**config.mk**
```make
export PLATFORM = sky130hd
export DESIGN_NAME = osrx
export DESIGN_NICKNAME = d
export VERILOG_FILES = /design/src/rtl/osrx_pkg.sv /design/src/rtl/osrx_sampler.sv /design/src/rtl/osrx_frame.sv /design/src/rtl/osrx_timeout.sv /design/src/rtl/osrx.sv
export SDC_FILE = /design/constraint.sdc
export NUM_CORES = 1
export LEC_CHECK = 0
export BUFFER_PORTS_ARGS = -buffer_cell sky130_fd_sc_hd__buf_2
export CORE_ASPECT_RATIO = 0.7
export CORE_MARGIN = 2
export CORE_UTILIZATION = 55
export DETAILED_ROUTE_END_ITERATION = 6
export GPL_TIMING_DRIVEN = 0
export PLACE_DENSITY_LB_ADDON = 0.12
export SYNTH_ARGS = -nofsm -noshare
export SYNTH_HDL_FRONTEND = slang
export SYNTH_SLANG_ARGS = --single-unit
```
**constraint.sdc**
```tcl
create_clock -name clk -period 2.9 [get_ports clk]
set_input_delay 0.725 -clock clk [delete_from_list [all_inputs] [get_ports clk]]
set_output_delay 0.725 -clock clk [all_outputs]
set_load 0.005 [all_outputs]
```
**src/rtl/osrx_pkg.sv**
```systemverilog
package osrx_pkg;
  localparam int unsigned OS_MAX = 16;
  localparam int unsigned SW     = $clog2(OS_MAX);

  typedef enum logic [2:0] {
    RX_IDLE,
    RX_START,
    RX_DATA,
    RX_PAR,
    RX_STOP,
    RX_BRKW
  } rx_state_e;
endpackage

```
**src/rtl/osrx_sampler.sv**
```systemverilog
module osrx_sampler
  import osrx_pkg::*;
(
  input  logic clk,
  input  logic rst_n,
  input  logic tick,
  input  logic rx,
  input  logic os16,
  input  logic arm,
  input  logic hold,
  output logic mid_stb,
  output logic vote_stb,
  output logic vote_bit,
  output logic wrap_stb
);
  logic [SW-1:0] s_q, s_d;
  logic [SW-1:0] half, last;
  logic [1:0]    ones_q, ones_d;
  logic          live;

  assign half = os16 ? SW'(OS_MAX / 2) : SW'(OS_MAX / 4);
  assign last = os16 ? SW'(OS_MAX - 1) : SW'(OS_MAX / 2 - 1);
  assign live = tick & ~hold;

  // position within the current bit period
  always_comb begin
    s_d = s_q;
    if (arm)
      s_d = SW'(1);
    else if (hold)
      s_d = '0;
    else if (tick)
      s_d = (s_q == last) ? '0 : s_q + 1'b1;
  end

  // ones seen among the samples before the centre and at it
  always_comb begin
    ones_d = ones_q;
    if (live) begin
      if (s_q == half - 1'b1)
        ones_d = {1'b0, rx};
      else if (s_q == half)
        ones_d = ones_q + {1'b0, rx};
    end
  end

  always_ff @(posedge clk or negedge rst_n) begin
    if (!rst_n) begin
      s_q    <= '0;
      ones_q <= '0;
    end else begin
      s_q    <= s_d;
      ones_q <= ones_d;
    end
  end

  assign mid_stb  = live & (s_q == half);
  assign vote_stb = live & (s_q == half + 1'b1);
  assign vote_bit = ones_q[1] | (ones_q[0] & rx);
  assign wrap_stb = live & (s_q == last);
endmodule

```
**src/rtl/osrx_frame.sv**
```systemverilog
module osrx_frame
  import osrx_pkg::*;
#(
  parameter int unsigned MAX_BITS = 9,
  localparam int unsigned NB_W    = $clog2(MAX_BITS + 1),
  localparam int unsigned IDX_W   = $clog2(MAX_BITS)
) (
  input  logic                clk,
  input  logic                rst_n,
  input  logic                tick,
  input  logic                rx,
  input  logic [NB_W-1:0]     cfg_nbits,
  input  logic                par_en,
  input  logic                par_odd,
  input  logic                msb_first,
  input  logic                mid_stb,
  input  logic                vote_stb,
  input  logic                vote_bit,
  input  logic                wrap_stb,
  output logic                arm,
  output logic                hold,
  output logic                idle,
  output logic                commit,
  output logic [MAX_BITS-1:0] c_data,
  output logic                c_perr,
  output logic                c_ferr,
  output logic                c_brk
);
  rx_state_e            state_q, state_d;
  logic [IDX_W-1:0]     bidx_q, bidx_d;
  logic [MAX_BITS-1:0]  data_q, data_d;
  logic                 par_q, par_d;
  logic                 allz_q, allz_d;
  logic                 perr_q, perr_d;
  logic [NB_W-1:0]      nb_eff;
  logic [IDX_W-1:0]     last_idx, wr_idx;

  always_comb begin
    nb_eff = cfg_nbits;
    if (cfg_nbits < NB_W'(5))
      nb_eff = NB_W'(5);
    else if (cfg_nbits > NB_W'(MAX_BITS))
      nb_eff = NB_W'(MAX_BITS);
  end

  assign last_idx = IDX_W'(nb_eff - 1'b1);
  assign wr_idx   = msb_first ? last_idx - bidx_q : bidx_q;

  always_comb begin
    state_d = state_q;
    bidx_d  = bidx_q;
    data_d  = data_q;
    par_d   = par_q;
    allz_d  = allz_q;
    perr_d  = perr_q;
    case (state_q)
      RX_IDLE: begin
        if (tick && !rx)
          state_d = RX_START;
      end
      RX_START: begin
        if (mid_stb && rx) begin
          state_d = RX_IDLE;
        end else if (wrap_stb) begin
          state_d = RX_DATA;
          bidx_d  = '0;
          data_d  = '0;
          par_d   = 1'b0;
          allz_d  = 1'b1;
          perr_d  = 1'b0;
        end
      end
      RX_DATA: begin
        if (vote_stb) begin
          data_d[wr_idx] = vote_bit;
          par_d          = par_q ^ vote_bit;
          allz_d         = allz_q & ~vote_bit;
        end
        if (wrap_stb) begin
          if (bidx_q == last_idx)
            state_d = par_en ? RX_PAR : RX_STOP;
          else
            bidx_d = bidx_q + 1'b1;
        end
      end
      RX_PAR: begin
        if (vote_stb) begin
          perr_d = par_q ^ vote_bit ^ par_odd;
          allz_d = allz_q & ~vote_bit;
        end
        if (wrap_stb)
          state_d = RX_STOP;
      end
      RX_STOP: begin
        if (vote_stb)
          state_d = (allz_q && !vote_bit) ? RX_BRKW : RX_IDLE;
      end
      RX_BRKW: begin
        if (tick && rx)
          state_d = RX_IDLE;
      end
      default: state_d = RX_IDLE;
    endcase
  end

  always_ff @(posedge clk or negedge rst_n) begin
    if (!rst_n) begin
      state_q <= RX_IDLE;
      bidx_q  <= '0;
      data_q  <= '0;
      par_q   <= 1'b0;
      allz_q  <= 1'b0;
      perr_q  <= 1'b0;
    end else begin
      state_q <= state_d;
      bidx_q  <= bidx_d;
      data_q  <= data_d;
      par_q   <= par_d;
      allz_q  <= allz_d;
      perr_q  <= perr_d;
    end
  end

  assign idle   = (state_q == RX_IDLE);
  assign hold   = idle | (state_q == RX_BRKW);
  assign arm    = idle & tick & ~rx;
  assign commit = (state_q == RX_STOP) & vote_stb;
  assign c_data = data_q;
  assign c_perr = par_en & perr_q;
  assign c_ferr = ~vote_bit;
  assign c_brk  = allz_q & ~vote_bit;
endmodule

```
**src/rtl/osrx_timeout.sv**
```systemverilog
module osrx_timeout
  import osrx_pkg::*;
#(
  parameter int unsigned TO_W = 8,
  localparam int unsigned CW  = TO_W + SW
) (
  input  logic            clk,
  input  logic            rst_n,
  input  logic            tick,
  input  logic            idle,
  input  logic            commit,
  input  logic            clr,
  input  logic            os16,
  input  logic [TO_W-1:0] cfg_to_bits,
  output logic            to_flag
);
  logic [CW-1:0] limit;
  logic [CW-1:0] cnt_q, cnt_d;
  logic          armed_q, armed_d;
  logic          flag_d;
  logic          fire;

  assign limit = os16 ? (CW'(cfg_to_bits) << SW) : (CW'(cfg_to_bits) << (SW - 1));
  assign fire  = idle & armed_q & tick & (limit != '0) & (cnt_q == limit - 1'b1);

  always_comb begin
    cnt_d   = cnt_q;
    armed_d = armed_q;
    flag_d  = to_flag;
    if (commit || !idle)
      cnt_d = '0;
    else if (tick && armed_q && (limit != '0))
      cnt_d = fire ? '0 : cnt_q + 1'b1;
    if (commit)
      armed_d = 1'b1;
    else if (fire)
      armed_d = 1'b0;
    if (fire)
      flag_d = 1'b1;
    else if (clr)
      flag_d = 1'b0;
  end

  always_ff @(posedge clk or negedge rst_n) begin
    if (!rst_n) begin
      cnt_q   <= '0;
      armed_q <= 1'b0;
      to_flag <= 1'b0;
    end else begin
      cnt_q   <= cnt_d;
      armed_q <= armed_d;
      to_flag <= flag_d;
    end
  end
endmodule

```
**src/rtl/osrx.sv**
```systemverilog
module osrx
  import osrx_pkg::*;
#(
  parameter int unsigned MAX_BITS = 9,
  parameter int unsigned TO_W     = 8,
  localparam int unsigned NB_W    = $clog2(MAX_BITS + 1)
) (
  input  logic                clk,
  input  logic                rst_n,
  input  logic                tick,
  input  logic                rx,
  input  logic                cfg_os16,
  input  logic [NB_W-1:0]     cfg_nbits,
  input  logic                cfg_par_en,
  input  logic                cfg_par_odd,
  input  logic                cfg_msb_first,
  input  logic [TO_W-1:0]     cfg_to_bits,
  input  logic                rd_stb,
  output logic [MAX_BITS-1:0] rx_data,
  output logic                rx_valid,
  output logic                err_parity,
  output logic                err_frame,
  output logic                err_overrun,
  output logic                brk_det,
  output logic                rx_timeout
);
  logic [1:0]          rst_sync;
  logic                rst_n_s;
  logic                arm_w, hold_w, idle_w, commit_w;
  logic                mid_w, vote_stb_w, vote_bit_w, wrap_w;
  logic [MAX_BITS-1:0] c_data_w;
  logic                c_perr_w, c_ferr_w, c_brk_w;

  logic [MAX_BITS-1:0] data_d;
  logic                valid_d, perr_d, ferr_d, ovr_d, brk_d;

  // reset asserts at once, leaves on a clock edge
  always_ff @(posedge clk or negedge rst_n) begin
    if (!rst_n)
      rst_sync <= 2'b00;
    else
      rst_sync <= {rst_sync[0], 1'b1};
  end
  assign rst_n_s = rst_sync[1];

  osrx_sampler u_sampler (
    .clk      (clk),
    .rst_n    (rst_n_s),
    .tick     (tick),
    .rx       (rx),
    .os16     (cfg_os16),
    .arm      (arm_w),
    .hold     (hold_w),
    .mid_stb  (mid_w),
    .vote_stb (vote_stb_w),
    .vote_bit (vote_bit_w),
    .wrap_stb (wrap_w)
  );

  osrx_frame #(.MAX_BITS(MAX_BITS)) u_frame (
    .clk       (clk),
    .rst_n     (rst_n_s),
    .tick      (tick),
    .rx        (rx),
    .cfg_nbits (cfg_nbits),
    .par_en    (cfg_par_en),
    .par_odd   (cfg_par_odd),
    .msb_first (cfg_msb_first),
    .mid_stb   (mid_w),
    .vote_stb  (vote_stb_w),
    .vote_bit  (vote_bit_w),
    .wrap_stb  (wrap_w),
    .arm       (arm_w),
    .hold      (hold_w),
    .idle      (idle_w),
    .commit    (commit_w),
    .c_data    (c_data_w),
    .c_perr    (c_perr_w),
    .c_ferr    (c_ferr_w),
    .c_brk     (c_brk_w)
  );

  osrx_timeout #(.TO_W(TO_W)) u_timeout (
    .clk         (clk),
    .rst_n       (rst_n_s),
    .tick        (tick),
    .idle        (idle_w),
    .commit      (commit_w),
    .clr         (rd_stb),
    .os16        (cfg_os16),
    .cfg_to_bits (cfg_to_bits),
    .to_flag     (rx_timeout)
  );

  // holding register: a completion takes priority over a read
  always_comb begin
    data_d  = rx_data;
    valid_d = rx_valid;
    perr_d  = err_parity;
    ferr_d  = err_frame;
    ovr_d   = err_overrun;
    brk_d   = brk_det;
    if (commit_w) begin
      data_d  = c_data_w;
      valid_d = 1'b1;
      perr_d  = c_perr_w;
      ferr_d  = c_ferr_w;
      brk_d   = c_brk_w;
      ovr_d   = (err_overrun | rx_valid) & ~rd_stb;
    end else if (rd_stb) begin
      valid_d = 1'b0;
      perr_d  = 1'b0;
      ferr_d  = 1'b0;
      ovr_d   = 1'b0;
      brk_d   = 1'b0;
    end
  end

  always_ff @(posedge clk or negedge rst_n_s) begin
    if (!rst_n_s) begin
      rx_data     <= '0;
      rx_valid    <= 1'b0;
      err_parity  <= 1'b0;
      err_frame   <= 1'b0;
      err_overrun <= 1'b0;
      brk_det     <= 1'b0;
    end else begin
      rx_data     <= data_d;
      rx_valid    <= valid_d;
      err_parity  <= perr_d;
      err_frame   <= ferr_d;
      err_overrun <= ovr_d;
      brk_det     <= brk_d;
    end
  end
endmodule

```
# --- Yosys cells after proc, flatten, opt, wreduce, memory -nomap -nowiden ---
# Cells that the tools add are included.
word_totals:
  reg_bits: 55
  in_bits: 21
  output_inout_bits: 15
  elab_cells: 165
classes:
  add_sub_neg: 9
  n_lt_le_gt_ge: 4
  n_eq_ne: 24
  n_mux: 57
  bitwise: 24
  reduce_logical: 29
op_table:
  columns: ["operator", "count"]
  rows:
  - ["4-bit 2-to-1 mux", 13]
  - ["12-bit 2-to-1 mux", 4]
  - ["3-bit 2-to-1 mux", 10]
  - ["9-bit 2-to-1 mux", 3]
  - ["4-bit == test", 5]
  - ["2-bit by 1-bit inequality test with 1-bit output (second input constant)", 9]
  - ["3-bit one-hot mux with 6 select lines", 1]
  - ["9-bit one-hot mux with 2 select lines", 1]
  - ["1-bit 2-to-1 mux", 17]
  - ["2-bit nonzero test", 8]
  - ["1-bit AND", 15]
  - ["12-bit by 1-bit adder with 12-bit output (second input constant)", 1]
  - ["4-bit by 1-bit adder with 4-bit output (second input constant)", 3]
  - ["12-bit == test", 1]
  - ["4-bit AND reduction", 3]
  - ["12-bit nonzero test", 1]
  - ["12-bit by 1-bit subtractor with 12-bit output (second input constant)", 1]
  - ["9-bit bitwise mux", 1]
  - ["4-bit one-hot mux with 2 select lines", 1]
  - ["4-bit by 1-bit subtractor with 4-bit output (second input constant)", 2]
  - ["1-bit logical AND", 7]
  - ["7-bit AND reduction", 1]
  - ["3-bit by 2-bit == test with 1-bit output (second input constant)", 2]
  - ["3-bit == test (second input constant)", 2]
  - ["other kinds (22)", 35]

# --- Logic depth before layout (Yosys ltp) ---
# Gate-level depths: netlist of the first run.
depth:
  depth_word: 13
  ltp_mapped: 14
  mapped_depth_nobuf: 14

# --- By module ---
# From an unflattened synthesis of the first run, not the netlist that was laid out.
hier_totals:
  cells_unflattened: 422
  hier_area_um2: 3818.7
by_module_without_submodules:
  columns: ["module", "instances", "cells_each", "area_per_inst_um2", "seq_area_each_um2"]
  rows:
  - ["osrx_frame", 1, 181, 1472.7, 475.5]
  - ["osrx_timeout", 1, 149, 1203.7, 350.3]
  - ["osrx", 1, 36, 610.6, 400.4]
  - ["osrx_sampler", 1, 56, 531.8, 150.1]

# --- Least setup slack after synthesis of the first run ---
# Ideal clock, no wire load.
synth_timing:
  path_type: "input-to-reg"
  start: "input port cfg_os16"
  end: "register u_timeout.cnt_q[1]"
  setup_ns: 0.122
  t_arrival_ns: 3.362
  t_required_ns: 2.778
  path_slack_ns: -0.584
  cell_stages: 11
  path_buffers: 2
  cell_sequence: "buf_2 > clkbuf_1 > mux2i_1 > ha_1 > a21bo_2 > or3_1 > or3_1 > o21ai_0 > o311ai_4 > or2_1 > a32o_1"
synth_via:
  elab_chain_cells: 7
  elab_cells_between_ends: 17
  classes_between: "add/sub: 2; eq/ne: 2; mux: 5; bitwise: 4; reduce/logical: 4"
synth_rtl:
  columns: ["element", "line_no", "rtl"]
  rows:
  - ["start: declaration", "osrx.sv:12", "input logic cfg_os16,"]
  - ["12-bit 2-to-1 mux or 4-bit 2-to-1 mux (tied branches)", "osrx_timeout.sv:23, osrx_sampler.sv:21", null]
  - ["12-bit by 1-bit subtractor with 12-bit output, or another cell as far along", "osrx_timeout.sv:24", "assign fire = idle & armed_q & tick & (limit != '0) & (cnt_q == limit - 1'b1);"]
  - ["12-bit == test, or another cell as far along", "osrx_timeout.sv:24", null]
  - ["1-bit AND, on equally long branches", "osrx_timeout.sv:24, osrx_sampler.sv:58", null]
  - ["12-bit 2-to-1 mux or 1-bit AND (tied branches)", "osrx_timeout.sv:33, osrx_frame.sv:127", null]
  - ["12-bit 2-to-1 mux or 1-bit logical OR (tied branches)", "osrx_timeout.sv:32, osrx_timeout.sv:30", null]
  - ["12-bit 2-to-1 mux or 2-bit nonzero test (tied branches)", null, null]
  - ["end signal: assignment", "osrx_timeout.sv:50", "cnt_q <= cnt_d;"]
  - ["end: declaration", "osrx_timeout.sv:18", "logic [CW-1:0] cnt_q, cnt_d;"]
# Parallel ways exist; a longest one is shown, timed or not. The select of a mux whose other input is x is not followed.
# A chain may end at the register's enable or synchronous reset.

# --- Worst setup path in the final report of the first run ---
layout_timing:
  start: "input port cfg_nbits[3]"
  end: "register u_frame.data_q[8] (netlist: u_frame.c_data[8])"
layout_via:
  elab_chain_cells: 13
  elab_cells_between_ends: 15
  classes_between: "add/sub: 2; order compare: 4; mux: 8; reduce/logical: 1"
layout_rtl:
  columns: ["element", "line_no", "rtl"]
  rows:
  - ["start: declaration", "osrx.sv:13", "input logic [NB_W-1:0] cfg_nbits,"]
  - ["4-bit greater-than comparator", "osrx_frame.sv:42", "else if (cfg_nbits > NB_W'(MAX_BITS))"]
  - ["4-bit 2-to-1 mux", "osrx_frame.sv:42", null]
  - ["4-bit 2-to-1 mux *", "osrx_frame.sv:40", "if (cfg_nbits < NB_W'(5))"]
  - ["4-bit by 1-bit subtractor with 4-bit output *", "osrx_frame.sv:46", "assign last_idx = IDX_W'(nb_eff - 1'b1);"]
  - ["4-bit subtractor *", "osrx_frame.sv:47", "assign wr_idx = msb_first ? last_idx - bidx_q : bidx_q;"]
  - ["4-bit 2-to-1 mux *", "osrx_frame.sv:47", null]
  - ["4-bit by 5-bit < comparator with 1-bit output (not written as such) or 4-bit by 1-bit greater-or-equal comparator with 1-bit output (tied branches)", "osrx_frame.sv:75", "data_d[wr_idx] = vote_bit;"]
  - ["1-bit logical AND (not written as such)", "osrx_frame.sv:75", null]
  - ["1-bit 2-to-1 mux (not written as such)", "osrx_frame.sv:75", null]
  - ["1-bit demux with 4-bit select *", null, null]
  - ["9-bit bitwise mux *", "osrx_frame.sv:75", null]
  - ["9-bit 2-to-1 mux *", "osrx_frame.sv:74", "if (vote_stb) begin"]
  - ["9-bit one-hot mux with 2 select lines *", "osrx_frame.sv:56", "case (state_q)"]
  - ["end signal: assignment", "osrx_frame.sv:117", "data_q <= data_d;"]
  - ["end: declaration", "osrx_frame.sv:31", "logic [MAX_BITS-1:0] data_q, data_d;"]
# Every way passes the cells marked *; elsewhere a longest branch is shown, timed or not. The select of a mux whose other input is x is not followed.

==> results of run 1 <==
## cells in the final DEF, fill, tap and decap left out, types with 7 or more instances in the layout
| cell type | synthesis | routed |
|---|---|---|
| nand3_1 | 17 | 13 |
| nor2_1 | 29 | 27 |
| buf_4 | 1 | 19 |
| ha_1 | 12 | 9 |
| clkbuf_1 | 13 | 11 |
| mux2i_1 | 7 | 7 |
| nand2b_1 | 7 | 7 |
| o211ai_1 | 16 | 16 |
| nand2_1 | 40 | 40 |
| xnor2_1 | 18 | 18 |
| mux2_2 | 12 | 12 |
| and3_1 | 8 | 8 |
| dfrtp_1 | 55 | 54 |
| o21ai_0 | 30 | 16 |
| o21ai_1 | 0 | 12 |
| a21oi_1 | 14 | 14 |
| xor2_1 | 9 | 9 |
| buf_2 | 3 | 33 |
| inv_1 | 18 | 15 |
## stage by stage
| stage | utilization (%) | TNS, ns | cells | area, µm² | setup slack (ns) |
|---|---|---|---|---|---|
| final | 69.7 | -0.0800 | 528 | 4330 | -0.0420 |
| after global routing | 69.7 | -1.07 | 528 | 4330 | -0.139 |
| after CTS | 67.1 | -0.0620 | 520 | 4170 | -0.0313 |
| after detailed placement | 62.7 | -10.45 | 499 | 3900 | -0.501 |
| after global placement | 62.4 | -8.83 | 498 | 3880 | -0.462 |
| after floorplan | - | -2.97 | 387 | 3610 | -0.246 |
## report_power, final
part           switching, W  internal, W  total, W
registers          0.000122     0.000885   0.00101
logic              0.000671     0.000479   0.00115
clock network      0.000267     0.000174  0.000441
## cells in the mapped netlist, types with 2 or more instances
| cell | count | area (µm²) |
|---|---|---|
| a21oi_1 | 14 | 70.1 |
| inv_1 | 18 | 67.6 |
| nand4_1 | 3 | 18.8 |
| a31oi_1 | 4 | 25.0 |
| nor3b_1 | 4 | 30.0 |
| o22ai_1 | 3 | 18.8 |
| nand3_1 | 17 | 85.1 |
| o211ai_1 | 16 | 120 |
| xnor2_1 | 18 | 158 |
| buf_2 | 3 | 15.0 |
| a211oi_1 | 2 | 15.0 |
| mux2i_1 | 7 | 70.1 |
| nand2_1 | 40 | 150 |
| nand3b_1 | 3 | 22.5 |
| nor2_1 | 29 | 109 |
| o31ai_1 | 7 | 52.6 |
| clkbuf_1 | 13 | 48.8 |
| o21a_1 | 2 | 15.0 |
| o21ai_0 | 30 | 150 |
| or3_1 | 4 | 25.0 |
| o32ai_1 | 3 | 26.3 |
| mux2_2 | 12 | 135 |
| and3_1 | 8 | 50.1 |
| a21o_1 | 2 | 15.0 |
| or2_2 | 3 | 18.8 |
| ha_1 | 12 | 150 |
| xor2_1 | 9 | 78.8 |
| nor2b_1 | 4 | 25.0 |
| nand2b_1 | 7 | 43.8 |
| dfrtp_1 | 55 | 1380 |
| nor3_1 | 5 | 25.0 |
## worst max-delay path, cell delays in order
cell	delay, ns
buf_8	0.10
nand3b_1	0.19
a21o_1	0.20
inv_2	0.07
ha_4	0.21
inv_4	0.05
ha_4	0.19
nor2b_4	0.12
o21a_1	0.19
or3_4	0.34
a31oi_4	0.30
buf_4	0.17
nor3_2	0.04
o21ai_0	0.16
a22o_1	0.14
## kinds of logic after synthesis
family | Yosys count | share of synthesized area [%]
simple gates | 138 | 20.2
compound gates | 99 | 19.6
flops | 55 | 38.9
buf+inv | 35 | 3.92
xor+xnor | 27 | 6.68
mux | 19 | 5.79
fa+ha+maj | 13 | 4.80
other cells | 1 | 0.106
## worst min-delay path by stage
stage | start | end | slack, ns | cells after the start
4_1_cts | rst_n | rst_sync[1] | 0.16 | 1
3_3_place_gp | rst_sync[0] | rst_sync[1] | 0.34 | 0
5_1_grt | rst_n | rst_sync[1] | 0.16 | 1
3_5_place_dp | rst_sync[1] | u_frame.bidx_q[2] | 0.29 | 0
2_1_floorplan | rst_sync[0] | rst_sync[1] | 0.33 | 0
6_report | rst_n | rst_sync[1] | 0.17 | 1
## state kept, by name (all words and copies together) (netlist names), 2 cells and up
| register | count |
|---|---|
| u_timeout.cnt_q | 12 |
| rx_data | 9 |
| u_frame.c_data | 9 |
| u_frame.bidx_q | 4 |
| u_sampler.s_q | 4 |
| u_frame.state_q | 3 |
| rst_sync | 2 |
| u_sampler.ones_q | 2 |
## repair_timing
item / in CTS / in global routing
buffers inserted: 12 / 8
gates cloned: 1 / 0
gates resized for setup: 16 / 30
pin swaps: 10 / 25
setup endpoints to repair: 22 / 31
## per-layer routing
metal / routed length, µm / global-route usage [%]
met2: 3640 / 36.9
met1: 4400 / 38.4
met3: 393 / 3.66
met5: 0 / 0
met4: 52 / 5.02
## area by class of cell
cell class / instances / area (µm²)
inverters: 18 / 73.8
fillers: 491 / 1880
multi-input cells: 298 / 2220
plain buffers: 17 / 110
clock inverters: 2 / 16.3
well taps: 78 / 97.6
clock buffers: 6 / 72.6
flip-flops and latches: 55 / 1380
repair buffers: 54 / 368
==> results.yml, run 1 <==
place:
  port_buffers: 33
  dp_hpwl_mm: 6.10
  gp_congestion: 0.846
critical_path:
  endpoint: "u_frame.c_data[8]"
  startpoint: "cfg_nbits[3]"
  crit_required_ns: 3.16
  worst-setup-path-type: "input pin to register"
  timing.rr.start: "u_frame.state_q[2]"
  worstPathArrival_ns: 3.20
  crit_fanout: 5
  end_kind: "register"
  r2r_end: "u_frame.state_q[0]"
  ff2ff_path_depth: 8
  reg2reg_slack_ns: 0.35
  crit_path_start_kind: "input pin"
floorplan:
  core_area_um2: 6220
  io_pins: 36
  row_count: 24
  die_area_um2: 7110
  dieHeight_um: 71.1
  start_util_pct: 57.0
  dieWidth_um: 99.9
timing:
  hold_viol_final: 0
  rsz0062_at_grt: "true"
  worst_slew_pin_slew_ns: 0.618
  fin_crit_ns: 2.94
  fmax_mhz: 340
  setup_viol: 4
  finClkSkew_ns: 0.0110
  hold_slack_ns: 0.170
  fin_crit_sh_pct: 101
  slew_viol_final: 0
  fin_ws_ns: -0.0420
  max_slew_margin_pct: 58.4
grt:
  antenna_found_initial: 0
  grt_max_degree: 29
  grt_pass1_wl_mm: 13.9
  grt_pass1_vias: 2859
  gr-total-overflow: 0
  gr-usage-all-layers_pct: 24.7
clock_network:
  cts_buffers: 5
  clock_latency_ns: 0.32
  cts_sinks: 55
  cts_tree: "done"
  clock_path_buffers: 2
  root_buffer: "clkbuf_8"
  clk_pin_slew_worst_paths_ns: 0.10
  cts_htree_levels: 2
  hold_buffers: 0
final_layout:
  drive_gt1_share_pct: 27.8
  area_delta_synth_final_pct: 22.4
  num-nets-final: 483
  diodes: 0
power:
  p_leak_nw: 1.89
  power_density_nw_per_um2: 600
  peakVddDrop_v: 0.000428
  finalPower_w: 0.00260
yosys:
  syn_avg_cell_area_um2: 9.15
  yosysWarnings: 0
  synth.distinct_cells: 61
  synth_edf_count: 0
  synth-seq-area-share_pct: 38.9
  synth_nets: 421
  postSynthCellCount: 387
  synth_area_um2: 3540
  synthFlopType: "dfrtp_1"
  async_reset_ff_share_pct: 100
  ys_ff_latch: 55
drt:
  drc: 0
  wirelength_mm: 8.48
  firstDrtPassIters: 4
  ant_nets: 0
  first_iter_violations: 141
  wl_per_cell_um: 16.1
  drt-vias-per-instance: 5.88
  dr_total_vias: 3103
hold_path:
  hold_path_class: "input pin to asynchronous set/reset pin"
run_status:
  failed_checks: "negative setup slack"
  status: "finished, violations left"
flow_run:
  drv_cap: 0
(Power assumes the default switching activity.)
==> run 2, diff against run 1 <==
--- a/config.mk
+++ b/config.mk
@@ -5,10 +5,11 @@
 export SDC_FILE = /design/constraint.sdc
 export NUM_CORES = 1
 export LEC_CHECK = 0
+export ABC_AREA = 1
 export BUFFER_PORTS_ARGS = -buffer_cell sky130_fd_sc_hd__buf_2
 export CORE_ASPECT_RATIO = 0.7
 export CORE_MARGIN = 2
-export CORE_UTILIZATION = 55
+export CORE_UTILIZATION = 54
 export DETAILED_ROUTE_END_ITERATION = 6
 export GPL_TIMING_DRIVEN = 0
 export PLACE_DENSITY_LB_ADDON = 0.12
==> constraint.sdc (replaced) <==
create_clock -name clk -period 2.7 [get_ports clk]
set_input_delay 0.675 -clock clk [delete_from_list [all_inputs] [get_ports clk]]
set_output_delay 0.675 -clock clk [all_outputs]
set_load 0.005 [all_outputs]
==> run 2 against run 1 <==
  * The flow now finishes without violations
  * Global-route usage decreased by 2.3 points
  * Die area increased by 6.1%
  * Final cell count increased by 30%
  * Clock skew increased by 0.0031 ns
  * Via count increased by 10%
  * Clock power increased by 5.9%
  * Register-to-register slack improved by 0.28 ns
  * Synthesized cell count increased by 41%
  * Non-clock buffer count decreased by 27
==> results.yml, run 2 <==
final_layout:
  largest_reg_flops: 12
  layout_common_cells: "200 x nand2_1, 68 x inv_1, 54 x dfrtp_1"
  fin_area_um2: 4190
  num-nets-final: 623
  diodes: 0
  top_register: "u_timeout.cnt_q"
  fillers: 646
  drive_gt1_share_pct: 16.8
  area_delta_synth_final_pct: 13.0
  fin_cells: 684
  mostFrequentLayoutCell: "nand2_1"
power:
  seq_power_share_pct: 39.4
  power_density_nw_per_um2: 608
  peakVddDrop_v: 0.000457
  clock_power_share_pct: 18.3
  comb_power_share_pct: 42.2
  p_switching_w: 0.00109
  p_leak_nw: 2.35
  power.share.switching_pct: 42.8
  p_int_w: 0.00146
drt:
  first_iter_violations: 144
  dr_total_vias: 3412
  highest_layer: "met4"
  ant_nets: 0
  firstDrtPassIters: 5
  wl_met1_mm: 4.21
  wl_per_cell_um: 11.7
  drt-vias-per-instance: 4.99
  wl_met3_um: 372
  wirelength_mm: 8.03
  wl_met2_mm: 3.38
  drc: 0
floorplan:
  io_pins: 36
  dieWidth_um: 103
  core_area_um2: 6690
  row_count: 25
  start_util_pct: 55.3
  dieHeight_um: 73.3
  die_area_um2: 7540
yosys:
  async_reset_ff_share_pct: 100
  yosys-top-cells-area: "dfrtp_1 37%, nand2_1 21%, nand3_1 7.6%"
  postSynthCellCount: 546
  synthXorXnorAreaFrac_pct: 4.49
  synth_fa_ha_area_share_pct: 4.60
  synth_top_family_by_area: "simple AND/OR/NAND/NOR gates"
  synth_area_leader_cell: "dfrtp_1"
  synthFlopType: "dfrtp_1"
  yosysWarnings: 0
  synth_edf_count: 0
  yosys.area.top_type_share_pct: 37.2
  synth_compound_area_share_pct: 7.03
  yosys-top-cells-count: "203 x nand2_1, 72 x inv_1, 56 x nand3_1"
  synth.mux.area_fraction_pct: 0
  synth.distinct_cells: 36
  syn_avg_cell_area_um2: 6.78
  synth_area_um2: 3700
  synth-seq-area-share_pct: 37.2
  ys_ff_latch: 55
  yosysMostFrequentCell: "nand2_1"
  synth_simple_gate_area_share_pct: 36.4
  synth_nets: 580
critical_path:
  startpoint: "cfg_nbits[1]"
  worst-setup-path-type: "input pin to register"
  end_kind: "register"
  crit_path_start_kind: "input pin"
  crit_fanout: 7
  timing.rr.start: "u_frame.bidx_q[0]"
  worstPathArrival_ns: 2.81
  r2r_end: "u_frame.c_data[7]"
  endpoint: "u_frame.c_data[6]"
  reg2reg_slack_ns: 0.63
  ff2ff_path_depth: 10
  crit_required_ns: 2.92
place:
  dp_hpwl_mm: 6.21
  gp_congestion: 0.834
  dp.cells: 675
  port_buffers: 34
  dpl_cell_area_um2: 4010
timing:
  fin_crit_sh_pct: 95.7
  setup_viol: 0
  hold_viol_final: 0
  fmax_mhz: 387
  hold_slack_ns: 0.115
  finClkSkew_ns: 0.0140
  slew_viol_final: 0
  fin_crit_ns: 2.58
grt:
  gr-total-overflow: 0
  antenna_found_initial: 0
  gr-usage-all-layers_pct: 22.5
  grt_pass1_vias: 3086
  grt_max_degree: 42
  grt_pass1_wl_mm: 13.5
hold_path:
  hold_path_class: "input pin to asynchronous set/reset pin"
clock_network:
  cts_sinks: 55
  clock_latency_ns: 0.32
  cts_htree_levels: 2
  cts_tree: "done"
  cts_buffers: 5
  root_buffer: "clkbuf_8"
  clk_pin_slew_worst_paths_ns: 0.11
  clock_path_buffers: 2
run_status:
  status: "completed"
flow_run:
  drv_cap: 0
[run 2: changes by cell type after synthesis, moves of 8 or more]
cell / delta
o21ai_0: -17
mux2_2: -12
o21ai_1: +8
xnor2_1: -14
inv_2: +14
o211ai_1: -14
nand3_1: +39
and3_1: -8
nand2_1: +163
inv_1: +54
clkbuf_1: -11
[run 2: final cells by class]
type                            instances  area, µm²  area share [%]
Buffer                                  8       50.0            1.20
Clock buffer                            6       72.6            1.73
Clock inverter                          2       17.5           0.419
Inverter                               87        329            7.86
Multi-Input combinational cell        396       2020            48.3
Sequential cell                        55       1380            32.9
Tap cell                               94        118            2.81
Timing Repair Buffer                   36        198            4.72
[run 2: routing by layer]
layer	GRT usage, %	vias up
met5	0	-
li1	-	1784
met2	34.4	64
met3	3.90	7
met1	33.6	1557
met4	4.68	0
[run 2: what timing repair did]
| item | in CTS | in global routing |
|---|---|---|
| setup endpoints to repair | 0 | 12 |
| hold buffers | 0 | 0 |
| gates resized for setup | 0 | 23 |
| buffers inserted | 0 | 1 |
[run 2: cells by family (layout without fill, tap and decap cells)]
group / count (synthesis) / in the layout
simple gates: 317 / 317
buf+inv: 95 / 139
flops: 55 / 55
compound gates: 46 / 46
xor+xnor: 19 / 19
fa+ha+maj: 13 / 13
other cells: 1 / 1
[run 2: how the worst min path moves through the flow]
stage	cells after the start	slack (ns)	end	startpoint
floorplan	0	0.33	rst_sync[1]	rst_sync[0]
global placement	0	0.33	rst_sync[1]	rst_sync[0]
detailed placement	0	0.16	rx_data[4]	rst_sync[1]
CTS	1	0.11	rst_sync[1]	rst_n
global route	1	0.10	rst_sync[1]	rst_n
finish	1	0.12	rst_sync[1]	rst_n
[run 2: power by group through the flow]
stage	registers [W]	logic [W]	clock network, W
detailed placement	0.00102	0.00103	0
CTS	0.00100	0.00103	0.000482
global route	0.00102	0.00122	0.000512
floorplan	0.00101	0.000804	0
finish	0.00100	0.00107	0.000467
global placement	0.00103	0.000991	0
[run 2: per-stage QoR]
step | setup WS, ns | setup TNS (ns) | total power [W] | utilization [%]
final | 0.116 | 0 | 0.00255 | 62.5
after global routing | -0.0448 | -0.182 | 0.00275 | 62.5
after CTS | 0.0536 | 0 | 0.00252 | 61.3
after detailed placement | -0.296 | -2.53 | 0.00205 | 59.9
after global placement | -0.230 | -1.85 | 0.00202 | 59.6
after floorplan | 0.0512 | 0 | 0.00181 | -
[run 2: worst max-delay path: stages]
cell	delay [ns]
buf_2	0.11
inv_2	0.07
nand2_2	0.06
a21oi_2	0.16
nor3_2	0.07
ha_2	0.35
inv_1	0.07
ha_4	0.27
nand2_1	0.05
nor2_1	0.11
nor2_1	0.06
nand3b_1	0.15
nand3_1	0.09
nand2_2	0.10
inv_4	0.12
nand3_1	0.10
nand2_1	0.07
nand2_1	0.05
nand2_1	0.05
nand2_1	0.04
